[config.mk]
export PLATFORM = sky130hd
export DESIGN_NAME = cbr_refresh_sched
export DESIGN_NICKNAME = d
export VERILOG_FILES = /design/src/rtl/cbr_pkg.sv /design/src/rtl/cbr_tick_timer.sv /design/src/rtl/cbr_debt_ctr.sv /design/src/rtl/cbr_strobe_seq.sv /design/src/rtl/cbr_refresh_sched.sv
export SDC_FILE = /design/constraint.sdc
export NUM_CORES = 1
export LEC_CHECK = 0
export BUFFER_PORTS_ARGS = -buffer_cell sky130_fd_sc_hd__clkbuf_2
export CAP_MARGIN = 20
export CORE_MARGIN = 5
export CORE_UTILIZATION = 60
export DETAILED_ROUTE_END_ITERATION = 7
export GPL_ROUTABILITY_DRIVEN = 0
export GPL_TIMING_DRIVEN = 0
export MAX_ROUTING_LAYER = met4
export PLACE_DENSITY = 0.82
export SLEW_MARGIN = 20
export SYNTH_ARGS = -nofsm -noshare
export SYNTH_HDL_FRONTEND = slang
export SYNTH_SLANG_ARGS = --single-unit
[constraint.sdc]
create_clock -name clk -period 6 [get_ports clk]
set_clock_uncertainty 0.05 [all_clocks]
set_input_delay 0.3 -clock clk [delete_from_list [all_inputs] [get_ports clk]]
set_output_delay 0.3 -clock clk [all_outputs]
set_load 0.02 [all_outputs]
[src/rtl/cbr_pkg.sv]
package cbr_pkg;

    typedef enum logic [1:0] {
        PH_IDLE   = 2'd0,
        PH_CSETUP = 2'd1,
        PH_RLOW   = 2'd2,
        PH_PRECHG = 2'd3
    } phase_e;

    // nanoseconds to clock cycles, rounded up, never below one cycle
    function automatic int unsigned ns_to_cyc(input int unsigned ns, input int unsigned clk_ps);
        int unsigned c;
        c = (ns * 1000 + clk_ps - 1) / clk_ps;
        if (c == 0) c = 1;
        return c;
    endfunction

endpackage

[src/rtl/cbr_tick_timer.sv]
module cbr_tick_timer #(
    parameter int unsigned TICK_CYC = 1560
) (
    input  logic clk,
    input  logic rst_n,
    output logic tick_o
);
    localparam int unsigned TW = (TICK_CYC > 1) ? $clog2(TICK_CYC) : 1;

    typedef struct packed {
        logic [TW-1:0] cnt;
    } tmr_t;

    tmr_t tmr_q, tmr_d;

    always_comb begin
        tmr_d  = tmr_q;
        tick_o = (tmr_q.cnt == TW'(TICK_CYC - 1));
        if (tick_o) tmr_d.cnt = '0;
        else        tmr_d.cnt = tmr_q.cnt + 1'b1;
    end

    always_ff @(posedge clk) begin
        if (!rst_n) tmr_q <= '0;
        else        tmr_q <= tmr_d;
    end
endmodule

[src/rtl/cbr_debt_ctr.sv]
module cbr_debt_ctr #(
    parameter int unsigned PEND_MAX = 8,
    localparam int unsigned DW = $clog2(PEND_MAX + 1)
) (
    input  logic          clk,
    input  logic          rst_n,
    input  logic          tick_i,
    input  logic          done_i,
    output logic [DW-1:0] debt_o,
    output logic          ovf_o
);
    typedef struct packed {
        logic [DW-1:0] debt;
        logic          ovf;
    } debt_t;

    debt_t dq_q, dq_d;
    logic  full;

    always_comb begin
        dq_d     = dq_q;
        dq_d.ovf = 1'b0;
        full     = (dq_q.debt == DW'(PEND_MAX));
        if (tick_i && !done_i) begin
            if (full) dq_d.ovf  = 1'b1;
            else      dq_d.debt = dq_q.debt + 1'b1;
        end else if (!tick_i && done_i && dq_q.debt != '0) begin
            dq_d.debt = dq_q.debt - 1'b1;
        end
    end

    always_ff @(posedge clk) begin
        if (!rst_n) dq_q <= '0;
        else        dq_q <= dq_d;
    end

    assign debt_o = dq_q.debt;
    assign ovf_o  = dq_q.ovf;


    debt_bound_chk: assert property (@(posedge clk) disable iff (!rst_n)
        debt_o <= DW'(PEND_MAX));

    ovf_at_max_chk: assert property (@(posedge clk) disable iff (!rst_n)
        ovf_o |-> (debt_o == DW'(PEND_MAX)));

    retire_chk: assert property (@(posedge clk) disable iff (!rst_n)
        (done_i && !tick_i && debt_o != '0) |=> (debt_o == $past(debt_o) - 1'b1));
endmodule

[src/rtl/cbr_strobe_seq.sv]
module cbr_strobe_seq
    import cbr_pkg::*;
#(
    parameter int unsigned CSR_CYC = 1,
    parameter int unsigned RLO_CYC = 12,
    parameter int unsigned CHR_CYC = 3,
    parameter int unsigned RP_CYC  = 9
) (
    input  logic clk,
    input  logic rst_n,
    input  logic start_i,
    output logic ras_n_o,
    output logic cas_n_o,
    output logic busy_o,
    output logic done_o
);
    localparam int unsigned M1   = (CSR_CYC > RLO_CYC) ? CSR_CYC : RLO_CYC;
    localparam int unsigned MAXC = (M1 > RP_CYC) ? M1 : RP_CYC;
    localparam int unsigned CW   = $clog2(MAXC + 1);

    typedef struct packed {
        phase_e        ph;
        logic [CW-1:0] cnt;
        logic          ras_n;
        logic          cas_n;
    } seq_t;

    seq_t sq_q, sq_d;

    always_comb begin
        sq_d = sq_q;
        unique case (sq_q.ph)
            PH_IDLE: begin
                if (start_i) begin
                    sq_d.ph  = PH_CSETUP;
                    sq_d.cnt = '0;
                end
            end
            PH_CSETUP: begin
                if (sq_q.cnt == CW'(CSR_CYC - 1)) begin
                    sq_d.ph  = PH_RLOW;
                    sq_d.cnt = '0;
                end else begin
                    sq_d.cnt = sq_q.cnt + 1'b1;
                end
            end
            PH_RLOW: begin
                if (sq_q.cnt == CW'(RLO_CYC - 1)) begin
                    sq_d.ph  = PH_PRECHG;
                    sq_d.cnt = '0;
                end else begin
                    sq_d.cnt = sq_q.cnt + 1'b1;
                end
            end
            PH_PRECHG: begin
                if (sq_q.cnt == CW'(RP_CYC - 1)) begin
                    sq_d.ph  = PH_IDLE;
                    sq_d.cnt = '0;
                end else begin
                    sq_d.cnt = sq_q.cnt + 1'b1;
                end
            end
            default: begin
                sq_d.ph  = PH_IDLE;
                sq_d.cnt = '0;
            end
        endcase
        // strobes decoded from the next phase, so the pins come straight from flops
        sq_d.ras_n = (sq_d.ph != PH_RLOW);
        sq_d.cas_n = !((sq_d.ph == PH_CSETUP) ||
                       ((sq_d.ph == PH_RLOW) && (sq_d.cnt < CW'(CHR_CYC))));
    end

    always_ff @(posedge clk) begin
        if (!rst_n) sq_q <= '{ph: PH_IDLE, cnt: '0, ras_n: 1'b1, cas_n: 1'b1};
        else        sq_q <= sq_d;
    end

    assign ras_n_o = sq_q.ras_n;
    assign cas_n_o = sq_q.cas_n;
    assign busy_o  = (sq_q.ph != PH_IDLE);
    assign done_o  = (sq_q.ph == PH_PRECHG) && (sq_q.cnt == CW'(RP_CYC - 1));


    cbr_order_chk: assert property (@(posedge clk) disable iff (!rst_n)
        $fell(ras_n_o) |-> (!cas_n_o && $past(!cas_n_o)));

    prechg_high_chk: assert property (@(posedge clk) disable iff (!rst_n)
        (sq_q.ph == PH_PRECHG) |-> (ras_n_o && cas_n_o));

    done_pulse_chk: assert property (@(posedge clk) disable iff (!rst_n)
        done_o |=> (!done_o && !busy_o));

    start_gate_chk: assert property (@(posedge clk) disable iff (!rst_n)
        $rose(busy_o) |-> $past(start_i));

    cas_rise_in_rlow_chk: assert property (@(posedge clk) disable iff (!rst_n)
        ($rose(cas_n_o) && !ras_n_o) |=> (cas_n_o || ras_n_o));
endmodule

[src/rtl/cbr_refresh_sched.sv]
module cbr_refresh_sched
    import cbr_pkg::*;
#(
    parameter int unsigned CLK_PS     = 10000,
    parameter int unsigned REFRESH_NS = 15600,
    parameter int unsigned T_CSR_NS   = 10,
    parameter int unsigned T_CHR_NS   = 25,
    parameter int unsigned T_RAS_NS   = 120,
    parameter int unsigned T_RP_NS    = 90,
    parameter int unsigned PEND_MAX   = 8,
    localparam int unsigned DW = $clog2(PEND_MAX + 1)
) (
    input  logic          clk,
    input  logic          rst_n,
    input  logic          gnt_i,
    output logic          req_o,
    output logic          busy_o,
    output logic          done_o,
    output logic          ras_n_o,
    output logic          cas_n_o,
    output logic          we_n_o,
    output logic [DW-1:0] debt_o,
    output logic          ovf_o
);
    localparam int unsigned TICK_C = ns_to_cyc(REFRESH_NS, CLK_PS);
    localparam int unsigned CSR_C  = ns_to_cyc(T_CSR_NS, CLK_PS);
    localparam int unsigned CHR_C  = ns_to_cyc(T_CHR_NS, CLK_PS);
    localparam int unsigned RAS_C  = ns_to_cyc(T_RAS_NS, CLK_PS);
    localparam int unsigned RP_C   = ns_to_cyc(T_RP_NS, CLK_PS);
    localparam int unsigned RLO_C  = (RAS_C > CHR_C) ? RAS_C : CHR_C;

    logic tick;
    logic start;

    cbr_tick_timer #(.TICK_CYC(TICK_C)) u_timer (
        .clk    (clk),
        .rst_n  (rst_n),
        .tick_o (tick)
    );

    cbr_debt_ctr #(.PEND_MAX(PEND_MAX)) u_debt (
        .clk    (clk),
        .rst_n  (rst_n),
        .tick_i (tick),
        .done_i (done_o),
        .debt_o (debt_o),
        .ovf_o  (ovf_o)
    );

    assign req_o = (debt_o != '0) && !busy_o;
    assign start = req_o && gnt_i;

    cbr_strobe_seq #(
        .CSR_CYC (CSR_C),
        .RLO_CYC (RLO_C),
        .CHR_CYC (CHR_C),
        .RP_CYC  (RP_C)
    ) u_seq (
        .clk     (clk),
        .rst_n   (rst_n),
        .start_i (start),
        .ras_n_o (ras_n_o),
        .cas_n_o (cas_n_o),
        .busy_o  (busy_o),
        .done_o  (done_o)
    );

    assign we_n_o = 1'b1;


    no_start_without_req_chk: assert property (@(posedge clk) disable iff (!rst_n)
        (!req_o && !busy_o) |=> !busy_o);

    we_high_at_ras_fall_chk: assert property (@(posedge clk) disable iff (!rst_n)
        $fell(ras_n_o) |-> (we_n_o && $past(we_n_o)));
endmodule

==> metrics <==
yosys warns 0; Leak about 0.6 nW; Root Buffer clkbuf_4; CTS Hold Bufs 0; Worst Path Arrival 3120 ps; Die W around 56 µm; clk sinks 24; power density cells 183 mW/mm²; Diodes inserted 0; Routed WL per cell 13.2 µm; largest cells by area after synthesis dfxtp_1 (38%), nor2_1 (6.2%), ha_1 (4.9%), xnor2_1 (4.8%), nand3_1 (2.8%); vias ~1100; NumNets Final roughly 170; share of cells above drive strength 1 14.6%; H-tree depth 1; Overflow after GRT 0; Cell Rows 16; cell taking the most area after synthesis dfxtp_1; hold_ws between 300 and 400 ps; Setup TNS Final 0 ps; Synth cell types 46; TritonCTS Buffers 3; clock buffer depth 2; TritonCTS clock tree built; # setup viols final 0; Non-Filler Instances 184; Syn Nets 151; post-CTS repair timing setup buffer count 0; first-pass GRT wire length 4460 µm; Syn Inst Count 142; clk_lat worst skew 310 ps; Placed Area between 0.001 and 0.0015 mm²; CP endpoint kind flip-flop; synthesis-stage register bit count 24; Peak supply drop 0.000169 V; Setup WS post-layout 3070 ps; Routed Antenna Nets 0; vias in the first global route 1056; post-CTS sizing 0; sequential area share after synthesis a little under two fifths; critical path type reg2reg; CP max FO 7; wirelength, routed between 2000 and 2500 µm; placed wire-length estimate 1850 µm; Initial Util 64.0%; hold crit path type in2reg; unrepaired setup endpoints after global routing false; P&R area growth vs syn 9.86%; # Max-Cap Violations 0; Final Hold Viols 0; Mapped Area 0.00127 mm²; Post-Syn Area per Cell roughly 9 µm²; Final Max Tran Viols 0; fin crit period 2930 ps; Post-route DRC 0; run status completed; Ports 14; Die ar. 0.00313 mm²; Die Y 56.0 µm; top cell type's share of synthesized area 37.9%; core area a little under 0.002 mm²; DRT iter0 DRCs 16; fin crit share 48.9%; Worst Path Required 6190 ps; Setup WS pre-CTS between 3000 and 4000 ps; DRT Pass-1 Iters 4; GRT Total Usage 17.5%; input/output buffers 11; maximum clock frequency 341 MHz; cell area after layout 0.00139 mm²; initial antenna violation count 0; type of origin of the critical path flip-flop; Placed Instances 180; clk slew on worst S/H paths 130 ps; vias per cell 5.73; largest net degree at the start of global routing 14
==> critical path, cell delays in order, from the launching register on <==
cell	delay, ps
dfxtp_1	420
inv_1	80
ha_1	260
and4b_1	210
and2_1	190
or2_0	210
buf_2	170
ha_1	270
a21o_1	180
a21oi_1	270
nor4bb_1	390
a221oi_2	60
o221ai_1	90
==> metrics by stage <==
stage	utilization (%)	power, mW
final	70.3	0.255
after global placement	68.5	0.173
after global routing	70.3	0.265
after CTS	70.3	0.257
after floorplan	-	0.171
after detailed placement	68.5	0.174
==> synth_stat cells, drive strengths merged <==
cell / instances
dfxtp: 24
nor2: 21
nand2: 8
nand3: 7
xnor2: 7
inv: 6
ha: 5
o21ai: 4
xor2: 4
a31oi: 3
and2: 3
and3: 3
buf: 3
mux2i: 3
nand4b: 3
nor3: 3
o31ai: 3
a21oi: 2
a221oi: 2
and3b: 2
clkbuf: 2
nand2b: 2
nor2b: 2
nor4: 2
nor4bb: 2
or2: 2
a21o: 1
a32oi: 1
a41oi: 1
and4: 1
and4b: 1
conb: 1
fa: 1
nand4: 1
nor4b: 1
o2111a: 1
o211a: 1
o221ai: 1
o41a: 1
or3: 1
==> state kept, by name (all words and copies together) (netlist names) <==
signal         cells
u_debt.debt_o      4
u_debt.ovf_o       1
u_seq.cas_n_o      1
u_seq.ras_n_o      1
u_seq.sq_q         6
u_timer.tmr_q     11
==> layout make-up <==
| type | count | area [µm²] |
|---|---|---|
| multi-input combinational | 107 | 741 |
| fill | 166 | 588 |
| sequential | 24 | 480 |
| timing repair buffer | 11 | 55.1 |
| clock buffer | 4 | 36.3 |
| tap | 27 | 33.8 |
| buffer | 5 | 25.0 |
| inverter | 6 | 22.5 |
==> cell usage in the layout, fill, tap and decap left out, drive strengths merged, types with 4 or more instances in the layout <==
cell / count
nand2: 8
clkbuf: 17
xor2: 4
nor2: 21
ha: 5
o21ai: 4
dfxtp: 24
nand3: 7
xnor2: 7
inv: 6
==> worst paths after layout <==
check                                                      to                   startpoint  slack [ps]  cells after the start
worst max-delay path            u_debt.debt_o[3]$_SDFFE_PN0P_     u_seq.sq_q[2]$_SDFF_PN0_        3070                     12
worst max register to register  u_debt.debt_o[3]$_SDFFE_PN0P_     u_seq.sq_q[2]$_SDFF_PN0_        3070                     12
worst min register to register    u_timer.tmr_q[0]$_SDFF_PP0_  u_timer.tmr_q[0]$_SDFF_PP0_         440                      1
worst min-delay path                  u_debt.ovf_o$_SDFF_PN0_                        rst_n         300                      3
==> logic make-up (layout without fill, tap and decap cells) <==
group	count (synthesis)	count (layout)	share of synthesized area (%)
buffers and inverters	11	26	3.75
AOI/OAI and AO/OA	21	21	12.7
other	1	1	0.296
muxes	3	3	2.66
xor gates and xnor gates	11	11	7.59
and+or+nand+nor	65	65	28.6
DFF	24	24	37.9
adders and majority gates	6	6	6.51
==> where the power goes <==
part	switching, mW	internal (mW)	leakage [nW]	total [mW]
logic	0.00453	0.00262	0.368	0.00714
registers	0.00190	0.161	0.194	0.163
clock network	0.0478	0.0371	0.0210	0.0849
==> layer usage <==
| layer | up-vias | track usage [%] | part of all wire (%) |
|---|---|---|---|
| li1 | 539 | - | - |
| met1 | 493 | 20.1 | 47 |
| met2 | 21 | 30.2 | 49 |
| met3 | 2 | 5.34 | 4.0 |
| met4 | 0 | 3.39 | 0.49 |
| met5 | - | - | 0 |
Note: power is estimated with default switching activity, not from simulation.
